[config.mk]
export PLATFORM = sky130hd
export DESIGN_NAME = sparb_top
export DESIGN_NICKNAME = d
export VERILOG_FILES = /design/src/rtl/sparb_pkg.sv /design/src/rtl/sparb_cfg.sv /design/src/rtl/sparb_rr.sv /design/src/rtl/sparb_top.sv
export SDC_FILE = /design/constraint.sdc
export NUM_CORES = 1
export LEC_CHECK = 0
export BUFFER_PORTS_ARGS = -buffer_cell sky130_fd_sc_hd__clkbuf_2
export CAP_MARGIN = 40
export CORE_UTILIZATION = 46
export DETAILED_ROUTE_END_ITERATION = 7
export PLACE_DENSITY_LB_ADDON = 0.15
export SETUP_SLACK_MARGIN = 0.05
export SKIP_CTS_REPAIR_TIMING = 1
export SKIP_LAST_GASP = 1
export SLEW_MARGIN = 15
export SYNTH_ARGS = -nofsm -noshare
export SYNTH_HDL_FRONTEND = slang
export SYNTH_SLANG_ARGS = --single-unit
[constraint.sdc]
create_clock -name clk -period 3.3 [get_ports clk]
set_clock_uncertainty 0.2 [all_clocks]
set_input_delay 0.825 -clock clk [delete_from_list [all_inputs] [get_ports clk]]
set_output_delay 0.825 -clock clk [all_outputs]
set_load 0.02 [all_outputs]
[src/rtl/sparb_pkg.sv]
package sparb_pkg;

    typedef enum logic [1:0] {
        IDLE_NONE  = 2'd0,
        IDLE_LAST  = 2'd1,
        IDLE_FIXED = 2'd2,
        IDLE_ALT   = 2'd3
    } idle_mode_e;

    localparam int BEAT_W = 5;

    // 0 means unlimited
    function automatic logic [BEAT_W-1:0] beat_limit(input logic [2:0] code);
        case (code)
            3'd1:    beat_limit = BEAT_W'(1);
            3'd2:    beat_limit = BEAT_W'(4);
            3'd3:    beat_limit = BEAT_W'(8);
            3'd4:    beat_limit = BEAT_W'(16);
            default: beat_limit = '0;
        endcase
    endfunction

endpackage

[src/rtl/sparb_cfg.sv]
module sparb_cfg #(
    parameter int SLOT_W = 9,
    parameter int IDX_W  = 2
) (
    input  logic              clk,
    input  logic              rst_n,
    input  logic              wr_i,
    input  logic              lock_i,
    input  logic [SLOT_W-1:0] slot_i,
    input  logic [1:0]        mode_i,
    input  logic [IDX_W-1:0]  fixed_i,
    input  logic [2:0]        ulb_i,
    output logic [SLOT_W-1:0] slot_o,
    output logic [1:0]        mode_o,
    output logic [IDX_W-1:0]  fixed_o,
    output logic [2:0]        ulb_o
);
    localparam logic [SLOT_W-1:0] SLOT_RST = {SLOT_W{1'b1}};

    typedef struct packed {
        logic [SLOT_W-1:0] slot;
        logic [1:0]        mode;
        logic [IDX_W-1:0]  fixed;
        logic [2:0]        ulb;
    } cfg_t;

    cfg_t cfg_d, cfg_q;

    always_comb begin
        cfg_d = cfg_q;
        if (wr_i && !lock_i) begin
            cfg_d.slot  = slot_i;
            cfg_d.mode  = mode_i;
            cfg_d.fixed = fixed_i;
            cfg_d.ulb   = ulb_i;
        end
    end

    always_ff @(posedge clk or negedge rst_n) begin
        if (!rst_n) begin
            cfg_q.slot  <= SLOT_RST;
            cfg_q.mode  <= sparb_pkg::IDLE_NONE;
            cfg_q.fixed <= '0;
            cfg_q.ulb   <= 3'd0;
        end else begin
            cfg_q <= cfg_d;
        end
    end

    assign slot_o  = cfg_q.slot;
    assign mode_o  = cfg_q.mode;
    assign fixed_o = cfg_q.fixed;
    assign ulb_o   = cfg_q.ulb;
endmodule

[src/rtl/sparb_rr.sv]
module sparb_rr #(
    parameter int N     = 4,
    parameter int IDX_W = 2
) (
    input  logic [N-1:0]     req_i,
    input  logic [IDX_W-1:0] base_i,
    output logic             found_o,
    output logic [IDX_W-1:0] idx_o
);
    // Scan from the farthest offset down so the nearest requester wins.
    always_comb begin
        found_o = 1'b0;
        idx_o   = '0;
        for (int k = N - 1; k >= 0; k--) begin
            int p;
            p = int'(base_i) + k;
            if (p >= N) p = p - N;
            if (req_i[p]) begin
                found_o = 1'b1;
                idx_o   = IDX_W'(p);
            end
        end
    end
endmodule

[src/rtl/sparb_top.sv]
module sparb_top #(
    parameter int N      = 4,
    parameter int SLOT_W = 9,
    parameter int IDX_W  = (N > 1) ? $clog2(N) : 1
) (
    input  logic              clk,
    input  logic              rst_n,
    input  logic [N-1:0]      req_i,
    input  logic              beat_i,
    input  logic              last_i,
    input  logic              cfg_wr_i,
    input  logic              cfg_lock_i,
    input  logic [SLOT_W-1:0] cfg_slot_i,
    input  logic [1:0]        cfg_idle_mode_i,
    input  logic [IDX_W-1:0]  cfg_fixed_i,
    input  logic [2:0]        cfg_ulb_i,
    output logic [N-1:0]      grant_o,
    output logic              no_wait_o
);
    import sparb_pkg::*;

    localparam int CW = SLOT_W + 1;
    localparam int BW = BEAT_W + 1;
    localparam logic [IDX_W-1:0] LAST_IDX = IDX_W'(N - 1);
    localparam logic [N-1:0]     ONE_N    = {{(N-1){1'b0}}, 1'b1};

    typedef struct packed {
        logic              conn;
        logic [IDX_W-1:0]  owner;
        logic [SLOT_W-1:0] slot_cnt;
        logic [BEAT_W-1:0] beat_cnt;
    } st_t;

    st_t st_d, st_q;

    logic [SLOT_W-1:0] slot_q;
    logic [1:0]        mode_q;
    logic [IDX_W-1:0]  fixed_q;
    logic [2:0]        ulb_q;

    sparb_cfg #(.SLOT_W(SLOT_W), .IDX_W(IDX_W)) u_cfg (
        .clk     (clk),
        .rst_n   (rst_n),
        .wr_i    (cfg_wr_i),
        .lock_i  (cfg_lock_i),
        .slot_i  (cfg_slot_i),
        .mode_i  (cfg_idle_mode_i),
        .fixed_i (cfg_fixed_i),
        .ulb_i   (cfg_ulb_i),
        .slot_o  (slot_q),
        .mode_o  (mode_q),
        .fixed_o (fixed_q),
        .ulb_o   (ulb_q)
    );

    logic [N-1:0]      owner_oh;
    logic [N-1:0]      others;
    logic [IDX_W-1:0]  rr_base;
    logic              all_found, oth_found;
    logic [IDX_W-1:0]  all_idx, oth_idx;
    logic [BEAT_W-1:0] blim;
    logic              end_acc, owner_req, active, slot_exp, beat_exp;

    assign owner_oh = st_q.conn ? (ONE_N << st_q.owner) : '0;
    assign others   = req_i & ~owner_oh;
    assign rr_base  = (st_q.owner == LAST_IDX) ? '0 : st_q.owner + 1'b1;
    assign blim     = beat_limit(ulb_q);

    sparb_rr #(.N(N), .IDX_W(IDX_W)) u_rr_all (
        .req_i   (req_i),
        .base_i  (rr_base),
        .found_o (all_found),
        .idx_o   (all_idx)
    );

    sparb_rr #(.N(N), .IDX_W(IDX_W)) u_rr_oth (
        .req_i   (others),
        .base_i  (rr_base),
        .found_o (oth_found),
        .idx_o   (oth_idx)
    );

    always_comb begin
        end_acc   = st_q.conn && beat_i && last_i;
        owner_req = st_q.conn && req_i[st_q.owner];
        active    = owner_req && !end_acc;
        slot_exp  = (slot_q != '0) &&
                    ((CW'(st_q.slot_cnt) + CW'(1)) >= CW'(slot_q));
        beat_exp  = beat_i && (blim != '0) &&
                    ((BW'(st_q.beat_cnt) + BW'(1)) >= BW'(blim));

        st_d = st_q;
        if (active) begin
            if ((slot_exp || beat_exp) && oth_found) begin
                st_d.owner    = oth_idx;
                st_d.slot_cnt = '0;
                st_d.beat_cnt = '0;
            end else begin
                if (slot_q == '0 || slot_exp) st_d.slot_cnt = '0;
                else                          st_d.slot_cnt = st_q.slot_cnt + 1'b1;
                if (blim == '0 || beat_exp)   st_d.beat_cnt = '0;
                else if (beat_i)              st_d.beat_cnt = st_q.beat_cnt + 1'b1;
            end
        end else begin
            st_d.slot_cnt = '0;
            st_d.beat_cnt = '0;
            if (all_found) begin
                st_d.conn  = 1'b1;
                st_d.owner = all_idx;
            end else begin
                case (idle_mode_e'(mode_q))
                    IDLE_LAST: st_d.conn = st_q.conn;
                    IDLE_FIXED: begin
                        if (32'(fixed_q) < N) begin
                            st_d.conn  = 1'b1;
                            st_d.owner = fixed_q;
                        end else begin
                            st_d.conn = 1'b0;
                        end
                    end
                    default: st_d.conn = 1'b0;
                endcase
            end
        end
    end

    always_ff @(posedge clk or negedge rst_n) begin
        if (!rst_n) st_q <= '0;
        else        st_q <= st_d;
    end

    assign grant_o   = owner_oh;
    assign no_wait_o = owner_req;
endmodule

==> results.cfg, run 1 <==
[outcome]
status = completed

[finish]
num_antenna_cells = 0
finalNetCount = 341
area_delta_synth_final_pct = 14.7
final_common_cell = clkbuf_2
layout_common_cells = 30 x clkbuf_2, 25 x nand2_1, 24 x dfrtp_1, 22 x o21ai_0
drive_gt1_frac = 0.242

[grt]
antenna_found_initial = 0
grt_pass1_wl_um = 8500
grt_max_degree = 34
grt_pass1_vias = 1855
grt-ovfl-total = 0
grt.total_usage = 0.202

[floorplan]
core_area_mm2 = 0.00511
start_util = 0.479
num_rows = 26
die_h_um = 74.9
fp.dieW_um = 74.9
io_pins = 31
die_area_mm2 = 0.00561

[sta]
slew_headroom = 0.588
fin_crit_ns = 2.93
fin_setup_tns_ns = 0
final-hold-violation-count = 0
tightest_slew_ns = 0.615
setup_slack_ns = 0.369
fin_crit_sh = 0.888
rsz0062_at_grt = false
finalSetupViolations = 0
finalMaxSlewViolations = 0
fmax_ghz = 0.341
holdWs_ns = 0.156

[logic_synthesis]
ys_types = 58
synth_edf_count = 0
yosys_warnings = 0
synth-async-reset-ratio = 1.00
syn_inst = 264
synth_nets = 309
seq_area_frac_synth = 0.342
syn_avg_cell_area_um2 = 9.26
synth_area_mm2 = 0.00244
yosys_most_used_dff = dfrtp_1
ys_ff_latch = 33

[setup_path]
cp_data_required_time_ns = 2.27
path_class = reg2out
critPathMaxFanout = 11
arrival_ns = 1.91
path_buf_inv = 2
cp-end-kind = output pin
cp_top_family = flip-flops
crit_slowest_cell = dfrtp_1
slowest_delay_ns = 0.53
cp-start-kind = register
crit_chain = buf_4 > mux4_2 > and2_4 > clkbuf_2

[power]
peakVddDrop_mv = 0.358
p_leak_uw = 0.00127
power_density_mw_per_mm2 = 714

[placed_design]
gp_congestion = 0.928
pre_cts_slack_ns = 0.323
dpl.hpwl_um = 3750
numPortBuffers = 30

[clock_network]
cts_tree = built
htreeDepth = 2
clk_pin_slew_worst_paths_ns = 0.06
clk_latency_ns = 0.28
cts_num_sinks = 33
cts_inserted_buffers = 5
clockBufferDepth = 2
cts_root_buffer = clkbuf_8

[run]
cap_viol_max_count = 0

[route]
vias_per_cell = 5.54
postRouteAntennaNets = 0
vias = 2035
first_pass_iters = 4
routed_wl_um = 5020
drt_iter0_drc = 112
post_drt_wl_per_cell_um = 13.7
drc = 0

[hold_path]
worstHoldPathType = in2async
[routing by layer]
| layer | wire [um] | vias up | part of all wire | global-route usage |
|---|---|---|---|---|
| li1 | - | 1028 | - | - |
| met1 | 2430 | 942 | 0.49 | 0.287 |
| met2 | 2290 | 57 | 0.46 | 0.306 |
| met3 | 201 | 8 | 0.040 | 0.0321 |
| met4 | 96 | 0 | 0.019 | 0.0860 |
| met5 | 0 | - | 0 | 0 |
[power by group]
group | total, uW | switching, uW | internal (uW)
Combinational | 1080 | 599 | 478
Sequential | 541 | 70.9 | 470
Clock | 385 | 139 | 246
Total | 2000 | 809 | 1190
[synthesized netlist by cell type, types with 5 or more instances]
library cell  instances  share of area
dfstp_2               9          0.097
xnor2_1               9          0.032
nor2b_1              10          0.026
nor2_1               14          0.021
o21ai_0              22          0.045
nand3_1               6          0.012
nor3_1                5          0.010
ha_1                 19          0.097
clkbuf_1              8          0.012
nand4_1               5          0.013
nand2_1              25          0.038
a21oi_1              15          0.031
dfrtp_1              24           0.25
inv_1                19          0.029
mux2_2                8          0.037
[final timing paths]
kind	slack [ns]	depth (start not counted)	startpoint	to
min in group clk	0.31	1	u_cfg.fixed_o[1]	u_cfg.fixed_o[1]
worst max-delay path	0.37	4	st_q[14]	no_wait_o
worst min register to register	0.31	1	u_cfg.fixed_o[1]	u_cfg.fixed_o[1]
worst min-delay path	0.16	1	rst_n	u_cfg.fixed_o[0]
max in group asynchronous	2.30	2	rst_n	u_cfg.slot_o[0]
worst max register to register	0.43	10	st_q[5]	st_q[15]
[flip-flops by register name, summed over array words and instances (netlist names)]
name / flops
st_q: 17
u_cfg.slot_o: 9
u_cfg.ulb_o: 3
u_cfg.fixed_o: 2
u_cfg.mode_o: 2
[per-stage QoR]
step,cell area [um^2],total power (uW),util,cells
2_1_floorplan,2440,1370,-,264
3_3_place_gp,2670,1610,0.523,358
3_5_place_dp,2670,1610,0.523,358
4_1_cts,2790,2010,0.545,366
5_1_grt,2810,2160,0.549,367
6_report,2810,2000,0.549,367
[cell families after synthesis]
group / synth area share
multiplexers: 0.0793
adder cells (fa/ha/maj): 0.0972
XOR/XNOR: 0.0430
AO/OA/AOI/OAI: 0.191
AND/OR/NAND/NOR: 0.199
buffers and inverters: 0.0481
flip-flops: 0.342
[layout make-up]
type                    count  area (um^2)
repair buffers             35          200
flip-flops and latches     33          837
clock inverters             1         30.0
clock buffers               7         86.3
inverters                  19         71.3
multi-input cells         202         1490
well taps                  70         87.6
fillers                   475         2300
No activity file was read; power rests on OpenSTA's default activity.
==> run 2, diff against run 1 <==
Settings changed: ABC_AREA set to 1.
Clock period 3.3 ns to 2.5 ns, I/O delays scaled along.
==> results.cfg, run 2 <==
[outcome]
status = finished with violations
failed_checks = setup timing

[route]
first_pass_iters = 4
routed_wl_um = 5330
post_drt_wl_per_cell_um = 11.6
postRouteAntennaNets = 0
drc = 0
drt_iter0_drc = 68
vias = 2175
vias_per_cell = 4.74

[sta]
fin_crit_ns = 2.61
tightest_slew_ns = 0.475
finalSetupViolations = 16
final-hold-violation-count = 0
fmax_ghz = 0.383
setup_slack_ns = -0.114
rsz0062_at_grt = true
slew_headroom = 0.682
holdWs_ns = 0.0288
fin_setup_tns_ns = -0.922
finalMaxSlewViolations = 0
fin_crit_sh = 1.05

[setup_path]
crit_chain = ha_4 > nand2_4 > inv_2 > a21o_1 > nand2_2 > inv_2 > ha_4 > nand2_2 > inv_1 > a21oi_2 > nand2_1 > nand2_1 > nand2_1 > nand2_1 > nand2_1 > nand2_1 > nand2_2 > nand2_4 > nand2_8 > buf_12 > nor3_4
cp_top_family = simple AND/OR/NAND/NOR gates
critPathMaxFanout = 5
r2r_cells = 21
cp-start-kind = register
cp_data_required_time_ns = 2.51
worstReg2RegStart = st_q[5]
r2r_slack_ns = -0.11
cp-end-kind = register
path_class = reg2reg
slowest_delay_ns = 0.43
crit_cells = 21
crit_top_cell = nand2_1
crit_slowest_cell = dfrtp_1
r2r_end = st_q[9]
arrival_ns = 2.62
path_buf_inv = 4

[finish]
drive_gt1_frac = 0.316
final_common_cell = nand2_1
largest-register = st_q
area_delta_synth_final_pct = 27.4
finalNetCount = 433
largest_reg_flops = 17
fin_cells = 459
layout_common_cells = 86 x nand2_1, 51 x inv_1, 29 x clkbuf_2, 26 x nor2_1, 23 x dfrtp_1
fin_util = 0.610
n_fill_cell = 457
design_area_mm2 = 0.00311
num_antenna_cells = 0

[logic_synthesis]
ys_ff_latch = 33
yosys-top-cells-count = 90 x nand2_1, 54 x inv_1, 29 x nor2_1
synth.area.top_cells = dfrtp_1 25%, nand2_1 14%, ha_1 9.7%
seq_area_frac_synth = 0.342
yosys_warnings = 0
synth_top_area_frac = 0.246
yosysMostFrequentCell = nand2_1
synth-async-reset-ratio = 1.00
ys_types = 35
synth_area_mm2 = 0.00244
syn_avg_cell_area_um2 = 7.32
syn_inst = 334
yosys_most_used_dff = dfrtp_1
synth_nets = 379
synth_area_leader_cell = dfrtp_1
synth_edf_count = 0

[floorplan]
fp.dieW_um = 74.9
die_area_mm2 = 0.00561
io_pins = 31
num_rows = 26
start_util = 0.479
core_area_mm2 = 0.00511
die_h_um = 74.9

[power]
peakVddDrop_mv = 0.497
power_density_mw_per_mm2 = 900
p_leak_uw = 0.00168

[clock_network]
cts_inserted_buffers = 5
cts_num_sinks = 33
clockBufferDepth = 2
clk_pin_slew_worst_paths_ns = 0.07
htreeDepth = 2
clk_latency_ns = 0.28
cts_root_buffer = clkbuf_8
cts_tree = built

[grt]
grt_pass1_vias = 1933
antenna_found_initial = 0
grt_max_degree = 34
grt.total_usage = 0.199
grt_pass1_wl_um = 8520
grt-ovfl-total = 0

[placed_design]
dp.cells = 443
dpl.hpwl_um = 4040
gp_congestion = 0.976
detailed_place.area_mm2 = 0.00278
numPortBuffers = 30

[run]
cap_viol_max_count = 0

[hold_path]
worstHoldPathType = in2async
run 2: cell count changes after synthesis, sizes merged, moves of 13 or more:
cell | previous run | this run
inv | 19 | 55
nand2 | 25 | 98
nand3 | 6 | 20
nor2 | 15 | 31
o21ai | 22 | 9
run 2: worst max path at each step:
stage          startpoint        to  slack [ns]
6_report          st_q[5]   st_q[9]       -0.11
5_1_grt           st_q[5]  st_q[14]       -0.28
4_1_cts           st_q[5]   st_q[9]       -0.12
3_5_place_dp      st_q[5]   st_q[9]        -0.1
3_3_place_gp      st_q[5]  st_q[12]       -0.02
2_1_floorplan     st_q[5]  st_q[10]        0.05
run 2: logic make-up after synthesis:
group	count (synthesis)	synth area share
compound gates	35	0.0860
xor+xnor	7	0.0251
fa+ha+maj	19	0.0972
buf+inv	60	0.0967
flops	33	0.342
mux	4	0.0184
simple gates	176	0.334
run 2: per-stage QoR:
stage	worst slack (ns)	power, uW
detailed placement	-0.0982	2250
global placement	-0.0242	2230
floorplan	0.0523	1860
CTS	-0.115	2650
global route	-0.281	3080
finish	-0.114	2800
run 2: layer usage:
layer	part of all wire	track usage
met3	0.037	0.0361
met2	0.46	0.321
met1	0.50	0.285
met4	0.0073	0.0314
met5	0	0
run 2: power by group:
part           internal, uW  switching [uW]  leakage [uW]  total, uW
Sequential              624            87.7      0.000401        711
Clock                   192             198     0.0000439        390
Combinational           638            1060       0.00124       1700
Total                  1450            1350       0.00168       2800
run 2: final cells by class:
cell class              count  area [um^2]  share of cell area
well taps                  70         87.6              0.0281
multi-input cells         242         1540               0.496
clock inverters             3         17.5             0.00562
inverters                  56          210              0.0675
clock buffers               5         68.8              0.0221
flip-flops and latches     33          838               0.269
repair buffers             50          348               0.112
run 2: worst register-to-register path, stage by stage (launching register included):
cell     delay [ns]
dfrtp_1        0.43
ha_4           0.19
nand2_4        0.07
inv_2          0.04
a21o_1         0.17
nand2_2        0.07
inv_2          0.04
ha_4           0.20
nand2_2        0.06
inv_1          0.05
a21oi_2        0.11
nand2_1        0.06
nand2_1        0.06
nand2_1        0.05
nand2_1        0.08
nand2_1        0.06
nand2_1        0.06
nand2_2        0.06
nand2_4        0.09
nand2_8        0.07
buf_12         0.16
nor3_4         0.16
